--- config.mk ---
export PLATFORM = sky130hd
export DESIGN_NAME = uart_regfront
export DESIGN_NICKNAME = d
export VERILOG_FILES = /design/src/rtl/uart_regfront_pkg.sv /design/src/rtl/uart_regfront_fifo.sv /design/src/rtl/uart_regfront_cause.sv /design/src/rtl/uart_regfront.sv
export SDC_FILE = /design/constraint.sdc
export NUM_CORES = 1
export LEC_CHECK = 0
export BUFFER_PORTS_ARGS = -buffer_cell sky130_fd_sc_hd__buf_2
export CAP_MARGIN = 20
export CORE_MARGIN = 5
export CORE_UTILIZATION = 65
export CTS_CLUSTER_DIAMETER = 120
export DETAILED_ROUTE_END_ITERATION = 10
export GPL_TIMING_DRIVEN = 0
export PLACE_DENSITY = 0.86
export SLEW_MARGIN = 30
export SYNTH_ARGS = -nofsm -noshare
export SYNTH_HDL_FRONTEND = slang
export SYNTH_SLANG_ARGS = --single-unit
--- constraint.sdc ---
create_clock -name clk -period 7.4 [get_ports clk]
set_clock_uncertainty 0.05 [all_clocks]
set_input_delay 1.48 -clock clk [delete_from_list [all_inputs] [get_ports clk]]
set_output_delay 1.48 -clock clk [all_outputs]
set_load 0.02 [all_outputs]
--- src/rtl/uart_regfront_pkg.sv ---
package uart_regfront_pkg;
    localparam int REG_W  = 32;
    localparam int CHAR_W = 8;
    localparam int NCAUSE = 8;
    localparam int BAUD_W = REG_W - 8;

    // register byte offsets
    localparam int OFF_CFG    = 'h00;
    localparam int OFF_FLOW   = 'h04;
    localparam int OFF_SAMPLE = 'h08;
    localparam int OFF_TUNE   = 'h0C;
    localparam int OFF_TXD    = 'h10;
    localparam int OFF_RXD    = 'h14;
    localparam int OFF_INFO   = 'h18;
    localparam int OFF_MASK   = 'h1C;
    localparam int OFF_CAUSE  = 'h24;
    localparam int OFF_STAT   = 'h2C;

    // configuration bit positions
    localparam int CB_STOP2 = 2;
    localparam int CB_PEVEN = 3;
    localparam int CB_PEN   = 4;
    localparam int CB_TXEN  = 5;
    localparam int CB_RXEN  = 6;
    localparam int CB_EN    = 7;

    // cause bit positions
    localparam int IB_TXOVR  = 0;
    localparam int IB_STOP   = 1;
    localparam int IB_PAR    = 2;
    localparam int IB_RXOVR  = 3;
    localparam int IB_RXUND  = 4;
    localparam int IB_TXEMP  = 5;
    localparam int IB_RXNE   = 6;
    localparam int IB_BREAK  = 7;
endpackage

--- src/rtl/uart_regfront_fifo.sv ---
module uart_regfront_fifo #(
    parameter int WIDTH = 8,
    parameter int DEPTH = 16
) (
    input  logic             clk,
    input  logic             rst_n,
    input  logic             flush,
    input  logic             push,
    input  logic [WIDTH-1:0] push_data,
    input  logic             pop,
    output logic [WIDTH-1:0] head,
    output logic             empty,
    output logic             full
);
    localparam int AW = (DEPTH > 1) ? $clog2(DEPTH) : 1;
    localparam int CW = $clog2(DEPTH + 1);

    typedef struct packed {
        logic [DEPTH-1:0][WIDTH-1:0] mem;
        logic [AW-1:0]               wp;
        logic [AW-1:0]               rp;
        logic [CW-1:0]               cnt;
    } fifo_st_t;

    fifo_st_t s_d, s_q;
    logic     do_push, do_pop;

    function automatic logic [AW-1:0] bump(input logic [AW-1:0] p);
        return (p == AW'(DEPTH - 1)) ? '0 : p + 1'b1;
    endfunction

    assign empty = (s_q.cnt == '0);
    assign full  = (s_q.cnt == CW'(DEPTH));
    assign head  = s_q.mem[s_q.rp];

    always_comb begin
        s_d     = s_q;
        do_push = push && !full;
        do_pop  = pop && !empty;
        if (flush) begin
            s_d.wp  = '0;
            s_d.rp  = '0;
            s_d.cnt = '0;
        end else begin
            if (do_push) begin
                s_d.mem[s_q.wp] = push_data;
                s_d.wp          = bump(s_q.wp);
            end
            if (do_pop) begin
                s_d.rp = bump(s_q.rp);
            end
            if (do_push && !do_pop) begin
                s_d.cnt = s_q.cnt + 1'b1;
            end else if (do_pop && !do_push) begin
                s_d.cnt = s_q.cnt - 1'b1;
            end
        end
    end

    always_ff @(posedge clk) begin
        if (!rst_n) begin
            s_q <= '0;
        end else begin
            s_q <= s_d;
        end
    end
endmodule

--- src/rtl/uart_regfront_cause.sv ---
module uart_regfront_cause #(
    parameter int N = 8
) (
    input  logic         clk,
    input  logic         rst_n,
    input  logic [N-1:0] set_vec,
    input  logic [N-1:0] clr_vec,
    input  logic [N-1:0] mask,
    output logic [N-1:0] status,
    output logic         irq
);
    logic [N-1:0] status_d, status_q;

    always_comb begin
        // a new event outranks a clear in the same cycle
        status_d = (status_q & ~clr_vec) | set_vec;
    end

    always_ff @(posedge clk) begin
        if (!rst_n) begin
            status_q <= '0;
        end else begin
            status_q <= status_d;
        end
    end

    assign status = status_q;
    assign irq    = |(status_q & mask);
endmodule

--- src/rtl/uart_regfront.sv ---
module uart_regfront
    import uart_regfront_pkg::*;
#(
    parameter int ADDR_W     = 8,
    parameter int FIFO_DEPTH = 16,
    parameter int SAMPLE_W   = 24
) (
    input  logic                clk,
    input  logic                rst_n,
    input  logic                reg_wr,
    input  logic                reg_rd,
    input  logic [ADDR_W-1:0]   reg_addr,
    input  logic [REG_W-1:0]    reg_wdata,
    output logic [REG_W-1:0]    reg_rdata,
    output logic                tx_valid,
    output logic [CHAR_W-1:0]   tx_data,
    input  logic                tx_ready,
    input  logic                rx_valid,
    input  logic [CHAR_W-1:0]   rx_data,
    input  logic                rx_stop_err,
    input  logic                rx_parity_err,
    input  logic                rx_break,
    output logic                cfg_uart_en,
    output logic                cfg_tx_en,
    output logic                cfg_rx_en,
    output logic                cfg_parity_en,
    output logic                cfg_parity_even,
    output logic                cfg_two_stop,
    output logic [1:0]          cfg_data_bits,
    output logic [BAUD_W-1:0]   cfg_baud_div,
    output logic [SAMPLE_W-1:0] cfg_sample,
    output logic                irq
);
    typedef struct packed {
        logic [REG_W-1:0]    cfg;
        logic [SAMPLE_W-1:0] sample;
        logic [NCAUSE-1:0]   ie;
        logic [REG_W-1:0]    rdata;
        logic                txe_prev;
        logic                rxe_prev;
    } st_t;

    localparam st_t ST_RESET = '{cfg: '0, sample: '0, ie: '0, rdata: '0,
                                 txe_prev: 1'b1, rxe_prev: 1'b1};

    st_t s_d, s_q;

    logic               hit_cfg, hit_sample, hit_txd, hit_rxd;
    logic               hit_info, hit_mask, hit_cause;
    logic               run, tx_on, rx_on;
    logic               tx_push_req, tx_pop, tx_empty, tx_full;
    logic               rx_push, rx_rd, rx_pop, rx_empty, rx_full;
    logic [CHAR_W-1:0]  tx_head, rx_head;
    logic [NCAUSE-1:0]  set_vec, clr_vec, cause_status, ie_mask;

    // address decode
    assign hit_cfg    = (reg_addr == ADDR_W'(OFF_CFG));
    assign hit_sample = (reg_addr == ADDR_W'(OFF_SAMPLE));
    assign hit_txd    = (reg_addr == ADDR_W'(OFF_TXD));
    assign hit_rxd    = (reg_addr == ADDR_W'(OFF_RXD));
    assign hit_info   = (reg_addr == ADDR_W'(OFF_INFO));
    assign hit_mask   = (reg_addr == ADDR_W'(OFF_MASK));
    assign hit_cause  = (reg_addr == ADDR_W'(OFF_CAUSE));

    assign run   = s_q.cfg[CB_EN];
    assign tx_on = run && s_q.cfg[CB_TXEN];
    assign rx_on = run && s_q.cfg[CB_RXEN];

    assign tx_push_req = reg_wr && hit_txd;
    assign tx_valid    = tx_on && !tx_empty;
    assign tx_pop      = tx_valid && tx_ready;
    assign tx_data     = tx_head;

    assign rx_push = rx_valid && rx_on;
    assign rx_rd   = reg_rd && hit_rxd;
    assign rx_pop  = rx_rd && !rx_empty;

    assign ie_mask = s_q.ie;

    uart_regfront_fifo #(.WIDTH(CHAR_W), .DEPTH(FIFO_DEPTH)) u_txq (
        .clk       (clk),
        .rst_n     (rst_n),
        .flush     (!run),
        .push      (tx_push_req),
        .push_data (reg_wdata[CHAR_W-1:0]),
        .pop       (tx_pop),
        .head      (tx_head),
        .empty     (tx_empty),
        .full      (tx_full)
    );

    uart_regfront_fifo #(.WIDTH(CHAR_W), .DEPTH(FIFO_DEPTH)) u_rxq (
        .clk       (clk),
        .rst_n     (rst_n),
        .flush     (!run),
        .push      (rx_push),
        .push_data (rx_data),
        .pop       (rx_pop),
        .head      (rx_head),
        .empty     (rx_empty),
        .full      (rx_full)
    );

    // event vector in cause bit order
    always_comb begin
        set_vec            = '0;
        set_vec[IB_TXOVR]  = tx_push_req && run && tx_full;
        set_vec[IB_STOP]   = rx_stop_err;
        set_vec[IB_PAR]    = rx_parity_err;
        set_vec[IB_RXOVR]  = rx_push && rx_full;
        set_vec[IB_RXUND]  = rx_rd && rx_empty;
        set_vec[IB_TXEMP]  = tx_empty && !s_q.txe_prev;
        set_vec[IB_RXNE]   = !rx_empty && s_q.rxe_prev;
        set_vec[IB_BREAK]  = rx_break;
        clr_vec            = (reg_wr && hit_cause) ? reg_wdata[NCAUSE-1:0] : '0;
    end

    uart_regfront_cause #(.N(NCAUSE)) u_cause (
        .clk     (clk),
        .rst_n   (rst_n),
        .set_vec (set_vec),
        .clr_vec (clr_vec),
        .mask    (ie_mask),
        .status  (cause_status),
        .irq     (irq)
    );

    always_comb begin
        s_d          = s_q;
        s_d.txe_prev = tx_empty;
        s_d.rxe_prev = rx_empty;

        if (reg_wr) begin
            if (hit_cfg)    s_d.cfg    = reg_wdata;
            if (hit_sample) s_d.sample = reg_wdata[SAMPLE_W-1:0];
            if (hit_mask)   s_d.ie     = reg_wdata[NCAUSE-1:0];
        end

        if (reg_rd) begin
            s_d.rdata = '0;
            if (hit_cfg) begin
                s_d.rdata = s_q.cfg;
            end else if (hit_sample) begin
                s_d.rdata = REG_W'(s_q.sample);
            end else if (hit_rxd) begin
                s_d.rdata = rx_empty ? '0 :
                            REG_W'({1'b1, rx_head});
            end else if (hit_info) begin
                s_d.rdata = REG_W'({tx_empty, tx_full, rx_empty, rx_full});
            end else if (hit_mask) begin
                s_d.rdata = REG_W'(s_q.ie);
            end else if (hit_cause) begin
                s_d.rdata = REG_W'(cause_status);
            end
        end
    end

    always_ff @(posedge clk) begin
        if (!rst_n) begin
            s_q <= ST_RESET;
        end else begin
            s_q <= s_d;
        end
    end

    assign reg_rdata       = s_q.rdata;
    assign cfg_uart_en     = s_q.cfg[CB_EN];
    assign cfg_tx_en       = s_q.cfg[CB_TXEN];
    assign cfg_rx_en       = s_q.cfg[CB_RXEN];
    assign cfg_parity_en   = s_q.cfg[CB_PEN];
    assign cfg_parity_even = s_q.cfg[CB_PEVEN];
    assign cfg_two_stop    = s_q.cfg[CB_STOP2];
    assign cfg_data_bits   = s_q.cfg[1:0];
    assign cfg_baud_div    = s_q.cfg[REG_W-1:8];
    assign cfg_sample      = s_q.sample;
endmodule

==> impl_results.md <==
* ANT nets after route at 0
* Post-synth EDFFs at 0
* Unrepaired setup endpoints after global routing: no
* Die width at between 150 and 200 um
* DRC viols at 0
* Worst setup EP type: output port
* Fmax at 208 MHz
* Top FF cell, synth: dfxtp_1
* Clk_lat worst skew at 0.53 ns
* Layout cells sized above 1 at 0.202
* Global Route Usage Sum at 0.312
* Hold Path Class: reg -> reg
* Final Cell Area at 21300 um2
* VDD IR max at 150 uV
* Post-route clock period utilization at 0.650
* Clock Path Buffers at 3
* WL per Instance at ~21 um
* Crit-path cells: clkbuf_1 > clkbuf_1 > mux4_2 > mux4_2 > buf_2
* Port Buf Inserts at 148
* Area post-placement at 19900 um2
* WL final at 52.7 mm
* ANT cells at 0
* Clock-pin slew of the registers on the worst-case setup and hold paths at 0.06 ns
* Initial antenna violation count at 2
* Total CTS buffers at 40
* Pint at between 3000 and 4000 uW
* Status: finished, final reports clean
* Final hold vios at 0
* # Max-Cap Violations at 0
* Sequential fraction of the synthesis area at 0.416
* Initial detailed-routing violation count at 1662
* Post-synth ARST share at 0
* Crit Path Class: reg -> out
* Util after Layout at 0.745
* Post-route setup TNS at 0 ns
* Worst Path Max Fanout at 10
* Arrival time worst endpoint at 3.28 ns
* Clock share of power at 0.474
* Logic pwr share at 0.040
* Most common cell after layout, fill and taps aside: dfxtp_1
* Switching share of total power at 0.217
* Vias per cell at between 6 and 7
* Post-place setup slack at 2.54 ns
* Period minus WS final at 4.81 ns
* Pwr/cell area at 203 nW/um2
* Worst setup SP type: flop
* Die ar. at 32200 um2
* Non-Filler Instances at 2503
* CP required at slightly below 6 ns
* PnR worst setup slack at approximately 2.6 ns
* Syn_nets at 1981
* Router iterations before antenna repair at 6
* Seq cells post-synth at 388
* Slew Viols, Final at 0
* First-pass GRT wire length at ~80 mm
* Worst slew pin tran at ~0.94 ns
* Placed wire-length estimate at 37.1 mm
* Finish-stage setup viols at 0
* Final #Nets at 2171
* Flop pwr share at 0.487
* Layout area overhead at 13.8%
* CTS Sinks at 388
* Synth warn at 0
* CTS tree: built
* # Post-CTS Setup Buffers at 0
* Row count at 62
* Share of the synthesized area in the top cell type at 0.416
* Post-Syn Area at between 15000 and 20000 um2
* Via Count at ~15000
* Distinct cells, synth at 64
* Slew margin rel. at 0.371
* Commonest cells after routing, fill and taps aside: dfxtp_1 (388), nand2_1 (306), nor2b_1 (205)
* Top cells by area, synth: dfxtp_1 (42%), mux2i_1 (11%), mux4_2 (8.7%)
* Avg Inst Size Synth at 9.82 um2
* Slowest cell on crit path: mux4_2
* Leak Pwr at between 0.007 and 0.008 uW
* Max incr delay on CP at around 0.62 ns
* Largest net degree at the start of global routing at 15
* CTS root buffer: clkbuf_16
* Post_cts resized at 0
* CTS HTree Levels at 2
* Die Ht at 180 um
* Synth Instances at 1903
* Vias in the first global route at 15300
* Core area at approximately 29000 um2
* Yosys top cell by area: dfxtp_1
* Hold-fix buffers at CTS at 0
* Initial Util at 0.655
* Boundary pin count at 155
* Switching power at 934 uW
* DP Cell Count at 2435
* Gr ovfl total at 0
* Final Wtd Congestion at 0.925
Yosys cell counts (20+ instances only):
cell type and number:
buf_2 29, a21oi_1 41, and3_1 20, a21boi_0 129
buf_4 82, nand3_1 30, clkbuf_1 115, mux2i_1 199
dfxtp_1 388, a22oi_1 24, nor2_1 39, nor2b_1 205
mux4_2 72, nand2_1 306
per-stage QoR:
| stage | hold WS, ns | total power (uW) |
|---|---|---|
| after CTS | 0.401 | 4310 |
| after detailed placement | 0.393 | 2310 |
| final | 0.406 | 4310 |
| after global routing | 0.416 | 4420 |
| after global placement | 0.384 | 2310 |
| after floorplan | 0.378 | 2240 |
state kept, by name (all words and copies together), names as in the netlist:
| signal | cells |
|---|---|
| cfg_baud_div | 24 |
| ie_mask | 8 |
| cfg_sample | 24 |
| u_cause.status | 8 |
| cfg_parity_en | 1 |
| s_q | 2 |
| cfg_data_bits | 2 |
| cfg_uart_en | 1 |
| reg_rdata | 32 |
| cfg_parity_even | 1 |
| u_rxq.s_q | 141 |
| cfg_rx_en | 1 |
| cfg_two_stop | 1 |
| cfg_tx_en | 1 |
| u_txq.s_q | 141 |
path summary, 6_finish.rpt:
kind	depth (start not counted)	slack, ns	from	to
worst max-delay path	5	2.59	u_txq.s_q[5]$_SDFFE_PN0P_	tx_data[2]
worst min-delay path	2	0.41	u_txq.s_q[117]$_SDFFE_PN0P_	u_txq.s_q[117]$_SDFFE_PN0P_
worst max register to register	12	3.95	cfg_uart_en$_SDFFE_PN0P_	u_rxq.s_q[4]$_SDFFE_PN0P_
worst min register to register	2	0.41	u_txq.s_q[117]$_SDFFE_PN0P_	u_txq.s_q[117]$_SDFFE_PN0P_
critical path, delay by kind of cell, from the launching register on:
family / cells / cell delay, ns
buf+inv: 3 / 1.32
flops: 1 / 0.33
mux: 2 / 1.11
per-layer routing:
| metal | global-route usage | share of wire |
|---|---|---|
| met4 | 0.121 | 0.038 |
| met1 | 0.403 | 0.39 |
| met2 | 0.521 | 0.47 |
| met3 | 0.0600 | 0.10 |
| met5 | 0 | 0.00040 |
kinds of logic after synthesis:
family                   Yosys count  synth area share
AND/OR/NAND/NOR                  682             0.190
flip-flops                       388             0.416
AO/OA/AOI/OAI                    274             0.107
multiplexers                     273             0.195
buffers and inverters            254            0.0724
adder cells (fa/ha/maj)           21            0.0149
XOR/XNOR                          11           0.00515
power groups by stage:
stage                     logic [uW]  registers (uW)  clock network [uW]
after floorplan                 95.8            2140                   0
after global placement           164            2150                   0
after detailed placement         166            2150                   0
after CTS                        168            2100                2050
after global routing             180            2100                2140
final                            172            2100                2040
layout make-up:
cell class	count	area (um2)
Buffer	238	1290
Clock buffer	57	1200
Clock inverter	11	135
Fill cell	1917	7280
Inverter	16	60.1
Multi-Input combinational cell	1261	9590
Sequential cell	388	7770
Tap cell	384	480
Timing Repair Buffer	148	741
Note: power is estimated with default switching activity, not from simulation.
